==> src/rtl/hrs_pkg.sv <==
package hrs_pkg;

    localparam int unsigned HOLD_FLOOR_MS = 200;
    localparam int unsigned HOLD_CEIL_MS  = 400;

    typedef enum logic [1:0] {
        SEQ_IDLE = 2'd0,
        SEQ_WAIT = 2'd1,
        SEQ_HOLD = 2'd2
    } seq_state_e;

    // request classes seen in one cycle
    typedef struct packed {
        logic slow;   // power / undervoltage
        logic fast;   // software / watchdog / external
    } req_s;

    function automatic int unsigned clamp_hold(int unsigned v);
        if (v < HOLD_FLOOR_MS) return HOLD_FLOOR_MS;
        if (v > HOLD_CEIL_MS)  return HOLD_CEIL_MS;
        return v;
    endfunction

    function automatic int unsigned max3(int unsigned a, int unsigned b, int unsigned c);
        int unsigned m;
        m = (a > b) ? a : b;
        return (m > c) ? m : c;
    endfunction

endpackage

==> src/rtl/hrs_sync.sv <==
module hrs_sync #(
    parameter int   W       = 1,
    parameter logic RST_VAL = 1'b0
) (
    input  logic         clk,
    input  logic         rst,
    input  logic [W-1:0] d,
    output logic [W-1:0] q
);
    logic [W-1:0] meta;

    always_ff @(posedge clk) begin
        if (rst) begin
            meta <= {W{RST_VAL}};
            q    <= {W{RST_VAL}};
        end else begin
            meta <= d;
            q    <= meta;
        end
    end
endmodule

==> src/rtl/hrs_req_merge.sv <==
module hrs_req_merge
    import hrs_pkg::*;
#(
    parameter int N_RAILS = 4
) (
    input  logic               clk,
    input  logic               rst,
    input  logic               pwr_up,
    input  logic [N_RAILS-1:0] uv_s,
    input  logic               sw_rst_n,
    input  logic               wdog_to,
    input  logic               ext_s_n,
    output req_s               req
);
    logic [N_RAILS-1:0] uv_d;
    logic [N_RAILS-1:0] uv_rise;
    logic               sw_d;
    logic               ext_d;

    always_ff @(posedge clk) begin
        if (rst) begin
            uv_d  <= '0;
            sw_d  <= 1'b1;
            ext_d <= 1'b1;
        end else begin
            uv_d  <= uv_s;
            sw_d  <= sw_rst_n;
            ext_d <= ext_s_n;
        end
    end

    for (genvar i = 0; i < N_RAILS; i++) begin : g_rail
        assign uv_rise[i] = uv_s[i] & ~uv_d[i];
    end

    always_comb begin
        req.slow = pwr_up | (|uv_rise);
        req.fast = wdog_to | (sw_d & ~sw_rst_n) | (ext_d & ~ext_s_n);
    end
endmodule

==> src/rtl/hrs_timer.sv <==
module hrs_timer
    import hrs_pkg::*;
#(
    parameter int unsigned LONG_TICKS  = 400,
    parameter int unsigned SHORT_TICKS = 200,
    parameter int unsigned HOLD_TICKS  = 300
) (
    input  logic clk,
    input  logic rst,
    input  logic tick,
    input  req_s req,
    output logic hard_rst_n
);
    localparam int unsigned MAX_TICKS = max3(LONG_TICKS, SHORT_TICKS, HOLD_TICKS);
    localparam int          CNT_W     = $clog2(MAX_TICKS + 1);

    seq_state_e       st;
    logic [CNT_W-1:0] cnt;
    logic             last;

    assign last = (cnt == CNT_W'(1));

    always_ff @(posedge clk) begin
        if (rst) begin
            st  <= SEQ_IDLE;
            cnt <= '0;
        end else begin
            unique case (st)
                SEQ_IDLE: begin
                    if (req.fast) begin
                        st  <= SEQ_WAIT;
                        cnt <= CNT_W'(SHORT_TICKS);
                    end else if (req.slow) begin
                        st  <= SEQ_WAIT;
                        cnt <= CNT_W'(LONG_TICKS);
                    end
                end
                SEQ_WAIT: begin
                    if (tick) begin
                        if (last) begin
                            st  <= SEQ_HOLD;
                            cnt <= CNT_W'(HOLD_TICKS);
                        end else begin
                            cnt <= cnt - 1'b1;
                        end
                    end
                end
                SEQ_HOLD: begin
                    if (req.fast | req.slow) begin
                        cnt <= CNT_W'(HOLD_TICKS);
                    end else if (tick) begin
                        if (last) begin
                            st  <= SEQ_IDLE;
                            cnt <= '0;
                        end else begin
                            cnt <= cnt - 1'b1;
                        end
                    end
                end
                default: begin
                    st  <= SEQ_IDLE;
                    cnt <= '0;
                end
            endcase
        end
    end

    assign hard_rst_n = (st != SEQ_HOLD);
endmodule

==> src/rtl/hrs_dac_gate.sv <==
module hrs_dac_gate (
    input  logic clk,
    input  logic rst,
    input  logic any_rst_n,
    input  logic dac_wr,
    output logic dac_conn
);
    always_ff @(posedge clk) begin
        if (rst)             dac_conn <= 1'b0;
        else if (!any_rst_n) dac_conn <= 1'b0;
        else if (dac_wr)     dac_conn <= 1'b1;
    end
endmodule

==> src/rtl/hard_reset_seq.sv <==
module hard_reset_seq
    import hrs_pkg::*;
#(
    parameter int N_RAILS  = 4,
    parameter int LONG_MS  = 400,
    parameter int SHORT_MS = 200,
    parameter int HOLD_MS  = 300
) (
    input  logic               clk,
    input  logic               rst,
    input  logic               tick_ms,
    input  logic               pwr_up,
    input  logic [N_RAILS-1:0] uv_fail,
    input  logic               sw_rst_n,
    input  logic               wdog_to,
    input  logic               ext_rst_n,
    input  logic               soft_rst_n,
    input  logic               dac_wr,
    output logic               hard_rst_n,
    output logic               any_rst_n,
    output logic               dac_conn
);
    localparam int unsigned HOLD_TICKS = clamp_hold(HOLD_MS);

    logic [N_RAILS-1:0] uv_s;
    logic               ext_s_n;
    req_s               req;

    hrs_sync #(.W(N_RAILS), .RST_VAL(1'b0)) u_uv_sync (
        .clk(clk), .rst(rst), .d(uv_fail), .q(uv_s)
    );

    hrs_sync #(.W(1), .RST_VAL(1'b1)) u_ext_sync (
        .clk(clk), .rst(rst), .d(ext_rst_n), .q(ext_s_n)
    );

    hrs_req_merge #(.N_RAILS(N_RAILS)) u_merge (
        .clk(clk), .rst(rst), .pwr_up(pwr_up), .uv_s(uv_s),
        .sw_rst_n(sw_rst_n), .wdog_to(wdog_to), .ext_s_n(ext_s_n), .req(req)
    );

    hrs_timer #(
        .LONG_TICKS(LONG_MS), .SHORT_TICKS(SHORT_MS), .HOLD_TICKS(HOLD_TICKS)
    ) u_timer (
        .clk(clk), .rst(rst), .tick(tick_ms), .req(req), .hard_rst_n(hard_rst_n)
    );

    assign any_rst_n = hard_rst_n & soft_rst_n;

    hrs_dac_gate u_gate (
        .clk(clk), .rst(rst), .any_rst_n(any_rst_n), .dac_wr(dac_wr), .dac_conn(dac_conn)
    );
endmodule

==> config.mk <==
export PLATFORM = sky130hd
export DESIGN_NAME = hard_reset_seq
export DESIGN_NICKNAME = d
export VERILOG_FILES = /design/src/rtl/hrs_pkg.sv /design/src/rtl/hrs_sync.sv /design/src/rtl/hrs_req_merge.sv /design/src/rtl/hrs_timer.sv /design/src/rtl/hrs_dac_gate.sv /design/src/rtl/hard_reset_seq.sv
export SDC_FILE = /design/constraint.sdc
export NUM_CORES = 1
export LEC_CHECK = 0
export ABC_CLOCK_PERIOD_IN_PS = 2630
export BUFFER_PORTS_ARGS = -buffer_cell sky130_fd_sc_hd__buf_4
export CAP_MARGIN = 20
export CORE_UTILIZATION = 44
export DETAILED_ROUTE_END_ITERATION = 16
export PLACE_DENSITY = 0.71
export SYNTH_ARGS = -nofsm -noshare
export SYNTH_HDL_FRONTEND = slang
export SYNTH_HIERARCHICAL = 1
export SYNTH_SLANG_ARGS = --single-unit
==> constraint.sdc <==
create_clock -name clk -period 2.63 [get_ports clk]
set_input_delay 0.526 -clock clk [delete_from_list [all_inputs] [get_ports clk]]
set_output_delay 0.526 -clock clk [all_outputs]
set_load 0.01 [all_outputs]
==> run_results.csv, run 1 <==
group,metric,value,unit
critical_path,critPathMaxFanout,19,
clock_tree,post_cts_buffers,0,
sta,fin_skew,0.0102,ns
sta,finalCritPeriodShare,85.5,%
routing,viasPerCell,5.69,
sta,max_freq,445,MHz
final_layout,areaGrowthSynthToFinish,12.7,%
sta,setup_tns,0,ns
sta,max_slew.worst_pin.slew,0.601,ns
pwr,swShare,29.0,%
floorplan,core,0.00315,mm2
floorplan,dieArea,0.00368,mm2
floorplan,die_height,60.6,um
final_layout,fillCellCount,311,
global_route,overflow,0,
sta,setup_ws,0.381,ns
synth,ys_seq_elements,28,
routing,first_iter_violations,89,
clock_tree,clk_pin_slew_worst_paths,0.15,ns
pwr,pwr-share-comb,23.8,%
routing,post-route-drc-count,0,
critical_path,path_delay_family,"flip-flops",
routing,vias,1315,
run,drv_cap,0,
clock_tree,cts_resized,0,
place,port_buffers,15,
pwr,vdd_drop_max,394,uV
clock_tree,cts_hold_buf,0,
pwr,p_clk_share,28.0,%
critical_path,cp_num_buf_inv,2,
pwr,p_int,725,uW
synth,synthesis.instances,173,
synth,async_reset_ff_share,0,%
clock_tree,clockBufferDepth,2,
pwr,p_per_area,599,mW/mm2
worst_hold_path,hp-class,"in -> reg",
routing,wl_per_cell,14.0,um
critical_path,end_kind,"output port",
sta,final-hold-violation-count,0,
critical_path,cp.arrival,1.72,ns
synth,synth_top_area_share,37.1,%
clock_tree,clk_latency,0.33,ns
status,status,"finished clean",
sta,rsz0062_at_grt,"false",
synth,synth_nets,188,
critical_path,critPathKind,"reg -> out",
final_layout,seqCellArea,561,um2
clock_tree,cts_root_buf,"clkbuf_4",
synth,yosys_most_used_dff,"dfxtp_1",
synth,synthesis.area,0.00151,mm2
clock_tree,cts_buffers,3,
sta,slew_viol_final,0,
critical_path,critPathRequiredTime,2.10,ns
critical_path,crit_path_cell_trace,"nor2b_1 -> inv_1 -> and2_1 -> buf_4",
global_route,grt_max_degree,27,
pwr,p_leak,0.000661,uW
sta,maxSlewHeadroom,59.7,%
synth,ys_warn_count,6,
synth,syn_avg_cell_area,8.74,um2
final_layout,final_cell_mix,"dfxtp_1 (28), buf_4 (19), nor2b_1 (14), inv_1 (12), a21oi_1 (11)",
sta,min_period,2.25,ns
routing,first_pass_iters,4,
sta,setup_viol,0,
floorplan,start_util,48.0,%
final_layout,layout_commonest_cell,"dfxtp_1",
global_route,grt_pass1_vias,1227,
floorplan,die-width,60.6,um
synth,synth_cell_types,57,
synth,yosys-top-cells-area,"dfxtp_1 (37%), nor2b_1 (5.8%), a21oi_1 (3.6%)",
floorplan,boundaryPins,16,
final_layout,drive_above_1_share,19.8,%
place,dp_hpwl,2300,um
critical_path,start_kind,"flip-flop",
synth,synth_edf_count,0,
routing,wl,3240,um
floorplan,num_rows,20,
clock_tree,htreeDepth,1,
critical_path,reg2reg_setup_slack,0.48,ns
place,place_ws,0.281,ns
pwr,pwr-share-seq,48.3,%
final_layout,diodes,0,
critical_path,slowest_stage,"dfxtp_1",
clock_tree,cts_tree,"done",
global_route,antenna_found_initial,0,
synth,yosys.area.top_type,"dfxtp_1",
global_route,grt_util_all_layers,19.5,%
synth,ys_seq_area_share,37.1,%
routing,ant_nets,0,
final_layout,multi_input_area,850,um2
pwr,switchingPower,296,uW
clock_tree,clock_sinks,28,
place,place_congestion,0.841,
global_route,grt_pass1_wl,5360,um
final_layout,fin_nets,203,
critical_path,slowest_delay,0.70,ns
power groups by stage:
stage               combinational, uW  clock (uW)  sequential [uW]
detailed placement                236           0              502
floorplan                         190           0              486
global route                      267         308              497
global placement                  231           0              500
finish                            243         286              493
CTS                               240         294              493
worst reg2reg max path: cells and delay by family, from the launching register on:
| family | cells | cell delay (ns) |
|---|---|---|
| compound gates | 4 | 0.60 |
| simple gates | 2 | 1.10 |
| flops | 1 | 0.33 |
| buf+inv | 1 | 0.06 |
state kept, by name, indices dropped and copies added (netlist names):
signal           count
u_uv_sync/q          4
u_uv_sync/meta       4
u_ext_sync/q         1
u_timer/cnt          9
u_merge/uv_d         4
u_merge/sw_d         1
u_timer/st           2
u_gate/dac_conn      1
u_ext_sync/meta      1
u_merge/ext_d        1
area by class of cell:
class                           instances  share of cell area [%]
Clock inverter                          1                    1.76
Multi-Input combinational cell        124                    49.8
Tap cell                               44                    3.23
Timing Repair Buffer                   19                    8.36
Sequential cell                        28                    32.9
Inverter                               12                    2.64
Clock buffer                            3                    1.32
Yosys cell counts, types with 2 or more instances:
cell type and n:
or2_2 3, a21oi_1 11, buf_2 4, nor4bb_1 2
buf_6 2, nand3b_1 2, xor2_1 2, nand2_1 9
a31oi_1 2, nor3b_1 2, nor3_1 8, nor2_1 10
ha_1 2, nor4_1 3, a311oi_1 2, a21o_1 3
inv_1 12, or4_4 2, or2_1 2, o21a_1 2
nor2b_1 14, o21ai_0 4, dfxtp_1 28, a32oi_1 2
o22ai_1 4, o211ai_1 3, or3_1 3
kinds of logic after synthesis:
family,synth area share (%)
simple gates,31.2
compound gates,20.2
flops,37.1
buf+inv,6.78
xor+xnor,1.74
mux,1.41
fa+ha+maj,1.65
metrics by stage:
stage                     utilization, %  hold slack, ns  std cells  total power (uW)  area, um2
after floorplan                        -           0.385        173               677       1510
after global placement              52.4           0.394        227               732       1650
after detailed placement            52.4           0.392        227               738       1650
after CTS                           54.1           0.348        231              1030       1710
after global routing                54.1           0.355        231              1070       1710
final                               54.1           0.363        231              1020       1710
layer usage:
layer | share of wire (%) | vias to the layer above | global-route usage [%]
met5 | 0 | - | 0
met4 | 0.40 | 0 | 4.87
met3 | 6.8 | 2 | 4.48
met2 | 49 | 56 | 34.2
met1 | 43 | 607 | 24.1
li1 | - | 650 | -
path summary, 6_finish.rpt:
kind                              start                          end  cells past startpoint
min                           ext_rst_n   u_ext_sync/meta$_SDFF_PP1_                      2
max reg2reg   u_uv_sync/q[0]$_SDFF_PP0_  u_timer/cnt[7]$_SDFFE_PP0P_                      7
max          u_timer/st[1]$_SDFFE_PP0P_                    any_rst_n                      4
min reg2reg  u_ext_sync/meta$_SDFF_PP1_      u_ext_sync/q$_SDFF_PP1_                      1
Power figures use the tool's default switching activity.
==> run 2: changes to the inputs <==
--- a/config.mk
+++ b/config.mk
@@ -6,7 +6,7 @@
 export NUM_CORES = 1
 export LEC_CHECK = 0
 export ABC_CLOCK_PERIOD_IN_PS = 2630
-export BUFFER_PORTS_ARGS = -buffer_cell sky130_fd_sc_hd__buf_4
+export BUFFER_PORTS_ARGS = -buffer_cell sky130_fd_sc_hd__buf_2
 export CAP_MARGIN = 20
 export CORE_UTILIZATION = 44
 export DETAILED_ROUTE_END_ITERATION = 16
==> run 2 against run 1 <==
  * Critical endpoint unchanged
  * Highest routed layer unchanged
  * Hold slack better by 0.0016 ns
  * Largest cell class unchanged
  * Total power down 1.3%
  * Fmax down 2.1%
  * Global-route usage about the same
==> run_results.csv, run 2 (synthesis results as in run 1) <==
group,metric,value,unit
final_layout,diodes,0,
global_route,antenna_found_initial,0,
critical_path,end_kind,"output port",
clock_tree,cts_root_buf,"clkbuf_4",
global_route,grt_pass1_wl,5450,um
global_route,use_met1,25.3,%
clock_tree,clockBufferDepth,2,
run,drv_cap,0,
sta,maxSlewHeadroom,61.8,%
sta,timing.hold.ws,0.364,ns
place,port_buffers,15,
critical_path,critPathRequiredTime,2.10,ns
critical_path,critPathKind,"reg -> out",
clock_tree,clk_latency,0.33,ns
sta,fin_skew,0.00923,ns
routing,ant_nets,0,
global_route,overflow,0,
clock_tree,cts_buffers,3,
sta,min_period,2.30,ns
final_layout,final_cell_mix,"dfxtp_1 (28), buf_2 (15), nor2b_1 (14), inv_1 (12), a21oi_1 (11)",
final_layout,fillCellCount,307,
critical_path,critPathMaxFanout,19,
floorplan,core,0.00315,mm2
routing,wl,3200,um
floorplan,die_height,60.6,um
global_route,grt_util_all_layers,19.5,%
final_layout,largest_reg_flops,9,
routing,post-route-drc-count,0,
status,status,"finished clean",
place,dp_hpwl,2280,um
routing,viasPerCell,5.76,
sta,slew_viol_final,0,
routing,wl_per_cell,13.9,um
clock_tree,cts_hold_buf,0,
place,place_congestion,0.850,
clock_tree,cts_tree,"done",
sta,max_slew.worst_pin.slew,0.573,ns
sta,setup_viol,0,
pwr,vdd_drop_max,274,uV
clock_tree,htreeDepth,1,
final_layout,layout_commonest_cell,"dfxtp_1",
final_layout,design_area,0.00167,mm2
final_layout,areaGrowthSynthToFinish,10.3,%
pwr,power,1010,uW
sta,rsz0062_at_grt,"false",
global_route,grtUsageMet3,3.20,%
critical_path,start_kind,"flip-flop",
sta,final-hold-violation-count,0,
final_layout,final_cells,231,
floorplan,dieArea,0.00368,mm2
global_route,grt_pass1_vias,1298,
clock_tree,clock_sinks,28,
pwr,p_per_area,605,mW/mm2
routing,first_pass_iters,4,
routing,first_iter_violations,64,
final_layout,regMostFlops,"u_timer/cnt",
sta,finalCritPeriodShare,87.3,%
final_layout,drive_above_1_share,19.8,%
place,placed_cells,227,
critical_path,cp.arrival,1.77,ns
critical_path,reg2reg_setup_slack,0.47,ns
floorplan,boundaryPins,16,
critical_path,r2r_cells,7,
pwr,p_leak,0.000647,uW
worst_hold_path,hp-class,"in -> reg",
clock_tree,clk_pin_slew_worst_paths,0.16,ns
global_route,grt_max_degree,27,
place,place_area,0.00162,mm2
sta,max_freq,435,MHz
clock_tree,cts_resized,0,
routing,vias,1331,
global_route,met2_usage,32.7,%
floorplan,num_rows,20,
clock_tree,post_cts_buffers,0,
sta,setup_tns,0,ns
floorplan,start_util,48.0,%
worst_hold_path,min_path_cells,2,
global_route,busiest_layer,"met2",
floorplan,die-width,60.6,um
final_layout,fin_nets,203,
## run 2: cell counts in the layout (fill, tap and decap cells not counted)
Identical to the previous run, type by type.
## run 2: path summary, 6_finish.rpt
check / endpoint / startpoint
setup / recovery: any_rst_n / u_timer/st[1]$_SDFFE_PP0P_
hold / removal: u_ext_sync/meta$_SDFF_PP1_ / ext_rst_n
setup reg to reg: u_timer/cnt[6]$_SDFFE_PP0P_ / u_uv_sync/q[0]$_SDFF_PP0_
hold reg to reg: u_merge/uv_d[2]$_SDFF_PP0_ / u_uv_sync/q[2]$_SDFF_PP0_
## run 2: final cells by class
class / count / area [um2] / area share [%]
inverters: 12 / 45.0 / 2.70
repair buffers: 19 / 105 / 6.30
multi-input cells: 124 / 850 / 50.9
clock inverters: 1 / 30.0 / 1.80
well taps: 44 / 55.1 / 3.30
clock buffers: 3 / 22.5 / 1.35
flip-flops and latches: 28 / 561 / 33.6
## run 2: through the flow
| stage | worst slack, ns | util (%) |
|---|---|---|
| 2_1_floorplan | 0.585 | - |
| 3_3_place_gp | 0.356 | 51.2 |
| 3_5_place_dp | 0.292 | 51.2 |
| 4_1_cts | 0.364 | 52.9 |
| 5_1_grt | 0.232 | 52.9 |
| 6_report | 0.333 | 52.9 |
## run 2: where the power goes
group	leakage [uW]	total, uW	internal, uW	switching [uW]
logic	0.000388	236	112	123
clock network	0.0000279	280	154	126
registers	0.000231	493	453	39.8
total	0.000647	1010	719	289
## run 2: critical path: stages, from the launching register on
cell	delay, ns
dfxtp_1	0.72
nor2b_1	0.29
inv_1	0.12
and2_1	0.18
buf_2	0.14
## run 2: routing by layer
layer / up-vias / wire length (um)
li1: 655 / -
met1: 631 / 1470
met2: 43 / 1530
met3: 2 / 177
met4: 0 / 18
met5: - / 0
==> run 3: changes to the inputs <==
--- a/config.mk
+++ b/config.mk
@@ -5,7 +5,7 @@
 export SDC_FILE = /design/constraint.sdc
 export NUM_CORES = 1
 export LEC_CHECK = 0
-export ABC_CLOCK_PERIOD_IN_PS = 2630
+export ABC_CLOCK_PERIOD_IN_PS = 2700
 export BUFFER_PORTS_ARGS = -buffer_cell sky130_fd_sc_hd__buf_2
 export CAP_MARGIN = 20
 export CORE_UTILIZATION = 44
@@ -15,3 +15,4 @@
 export SYNTH_HDL_FRONTEND = slang
 export SYNTH_HIERARCHICAL = 1
 export SYNTH_SLANG_ARGS = --single-unit
+export TNS_END_PERCENT = 5
==> constraint.sdc (replaced) <==
create_clock -name clk -period 2.7 [get_ports clk]
set_input_delay 0.54 -clock clk [delete_from_list [all_inputs] [get_ports clk]]
set_output_delay 0.54 -clock clk [all_outputs]
set_load 0.01 [all_outputs]
==> run 3 against run 2 <==
  * Combinational power decreased by 5%
  * Critical path depth stayed put
  * Clock-buffer cell count unchanged
  * Register-to-register slack improved by 0.08 ns
==> run_results.csv, run 3 (synthesis results as in run 1) <==
group,metric,value,unit
final_layout,fin_nets,202,
place,place_congestion,0.842,
routing,wl,3190,um
sta,min_period,2.33,ns
final_layout,seqCellArea,561,um2
global_route,overflow,0,
final_layout,fin_util,52.7,%
run,drv_cap,0,
sta,slew_viol_final,0,
floorplan,die-width,60.6,um
sta,setup_ws,0.373,ns
routing,first_pass_iters,4,
floorplan,dieArea,0.00368,mm2
status,status,"finished clean",
clock_tree,clk_pin_slew_worst_paths,0.15,ns
floorplan,die_height,60.6,um
pwr,p_clk_share,28.0,%
sta,maxSlewHeadroom,56.1,%
critical_path,cp.arrival,1.79,ns
sta,final-hold-violation-count,0,
critical_path,reg2reg_setup_slack,0.55,ns
final_layout,diodes,0,
sta,max_slew.worst_pin.slew,0.658,ns
final_layout,final_cell_mix,"dfxtp_1 (28), buf_2 (15), nor2b_1 (14), inv_1 (12), a21oi_1 (11)",
pwr,swShare,28.9,%
pwr,p_int,700,uW
final_layout,areaGrowthSynthToFinish,9.76,%
critical_path,start_kind,"flip-flop",
final_layout,multi_input_area,850,um2
pwr,switchingPower,285,uW
pwr,p_per_area,593,mW/mm2
global_route,grt_pass1_wl,5450,um
final_layout,final_cells,230,
floorplan,num_rows,20,
routing,ant_nets,0,
critical_path,critPathMaxFanout,19,
worst_hold_path,hp-class,"in -> reg",
place,port_buffers,15,
clock_tree,cts_hold_buf,0,
sta,fin_skew,0.00460,ns
critical_path,path_delay_family,"flip-flops",
floorplan,start_util,48.0,%
sta,setup_tns,0,ns
pwr,vdd_drop_max,300,uV
clock_tree,htreeDepth,1,
floorplan,boundaryPins,16,
place,dp_hpwl,2210,um
floorplan,core,0.00315,mm2
critical_path,slowest_stage,"dfxtp_1",
clock_tree,clockBufferDepth,2,
final_layout,regMostFlops,"u_timer/cnt",
global_route,antenna_found_initial,0,
routing,post-route-drc-count,0,
sta,max_freq,430,MHz
critical_path,end_kind,"output port",
place,placed_cells,226,
place,place_ws,0.371,ns
clock_tree,clk_latency,0.33,ns
global_route,grt_max_degree,27,
pwr,p_leak,0.000642,uW
critical_path,crit_path_cell_trace,"nor2b_1 -> inv_1 -> and2_1 -> buf_2",
critical_path,critPathRequiredTime,2.16,ns
critical_path,critPathKind,"reg -> out",
routing,viasPerCell,5.77,
global_route,grt_pass1_vias,1202,
final_layout,largest_reg_flops,9,
final_layout,fillCellCount,319,
critical_path,slowest_delay,0.72,ns
clock_tree,cts_buffers,3,
critical_path,cp_num_buf_inv,2,
clock_tree,post_cts_buffers,0,
final_layout,layout_commonest_cell,"dfxtp_1",
clock_tree,clock_sinks,28,
global_route,grt_util_all_layers,19.7,%
clock_tree,cts_root_buf,"clkbuf_4",
clock_tree,cts_resized,0,
routing,first_iter_violations,69,
routing,vias,1328,
sta,finalCritPeriodShare,86.2,%
routing,wl_per_cell,13.9,um
sta,rsz0062_at_grt,"false",
sta,timing.hold.ws,0.372,ns
clock_tree,cts_tree,"done",
sta,setup_viol,0,
final_layout,drive_above_1_share,19.4,%
pwr,pwr-share-comb,22.8,%
pwr,pwr-share-seq,49.2,%
## run 3: cell types whose count changed in the layout (fill, tap and decap cells not counted), sizes merged
cell / before / now
buf: 19 / 18
## run 3: cell type report
class | count | area share, %
Inverter | 12 | 2.71
Clock inverter | 1 | 1.81
Clock buffer | 3 | 1.36
Sequential cell | 28 | 33.8
Tap cell | 44 | 3.32
Multi-Input combinational cell | 124 | 51.2
Timing Repair Buffer | 18 | 5.88
## run 3: worst reg2reg max path, stage by stage (launching register included)
cell and delay [ns]:
dfxtp_1 0.33, inv_1 0.07, o22ai_1 0.08, or3_1 0.51
or4b_1 0.59, a22oi_2 0.21, o211ai_1 0.13, a31oi_1 0.17
## run 3: power groups by stage
| stage | combinational [uW] | sequential, uW | clock [uW] |
|---|---|---|---|
| after floorplan | 185 | 474 | 0 |
| after global placement | 216 | 490 | 0 |
| after detailed placement | 220 | 492 | 0 |
| after CTS | 223 | 483 | 284 |
| after global routing | 247 | 489 | 301 |
| final | 225 | 484 | 276 |
## run 3: layer usage
layer  GRT usage [%]  wire length [um]  up-vias
met2            32.2              1530       55
met5               0                 0        -
met3            3.20               178        4
met1            26.6              1460      617
li1                -                 -      652
met4            6.17                27        0
## run 3: worst paths after layout
path,cells after the start,start,end
worst max-delay path,4,u_timer/st[1]$_SDFFE_PP0P_,any_rst_n
worst min-delay path,2,ext_rst_n,u_ext_sync/meta$_SDFF_PP1_
worst max register to register,7,u_uv_sync/q[0]$_SDFF_PP0_,u_timer/cnt[7]$_SDFFE_PP0P_
worst min register to register,2,u_uv_sync/q[2]$_SDFF_PP0_,u_merge/uv_d[2]$_SDFF_PP0_
## run 3: per-stage QoR
stage	instance area [um2]	total power [uW]
2_1_floorplan	1510	659
4_1_cts	1660	990
3_5_place_dp	1610	712
5_1_grt	1660	1040
3_3_place_gp	1610	706
6_report	1660	984
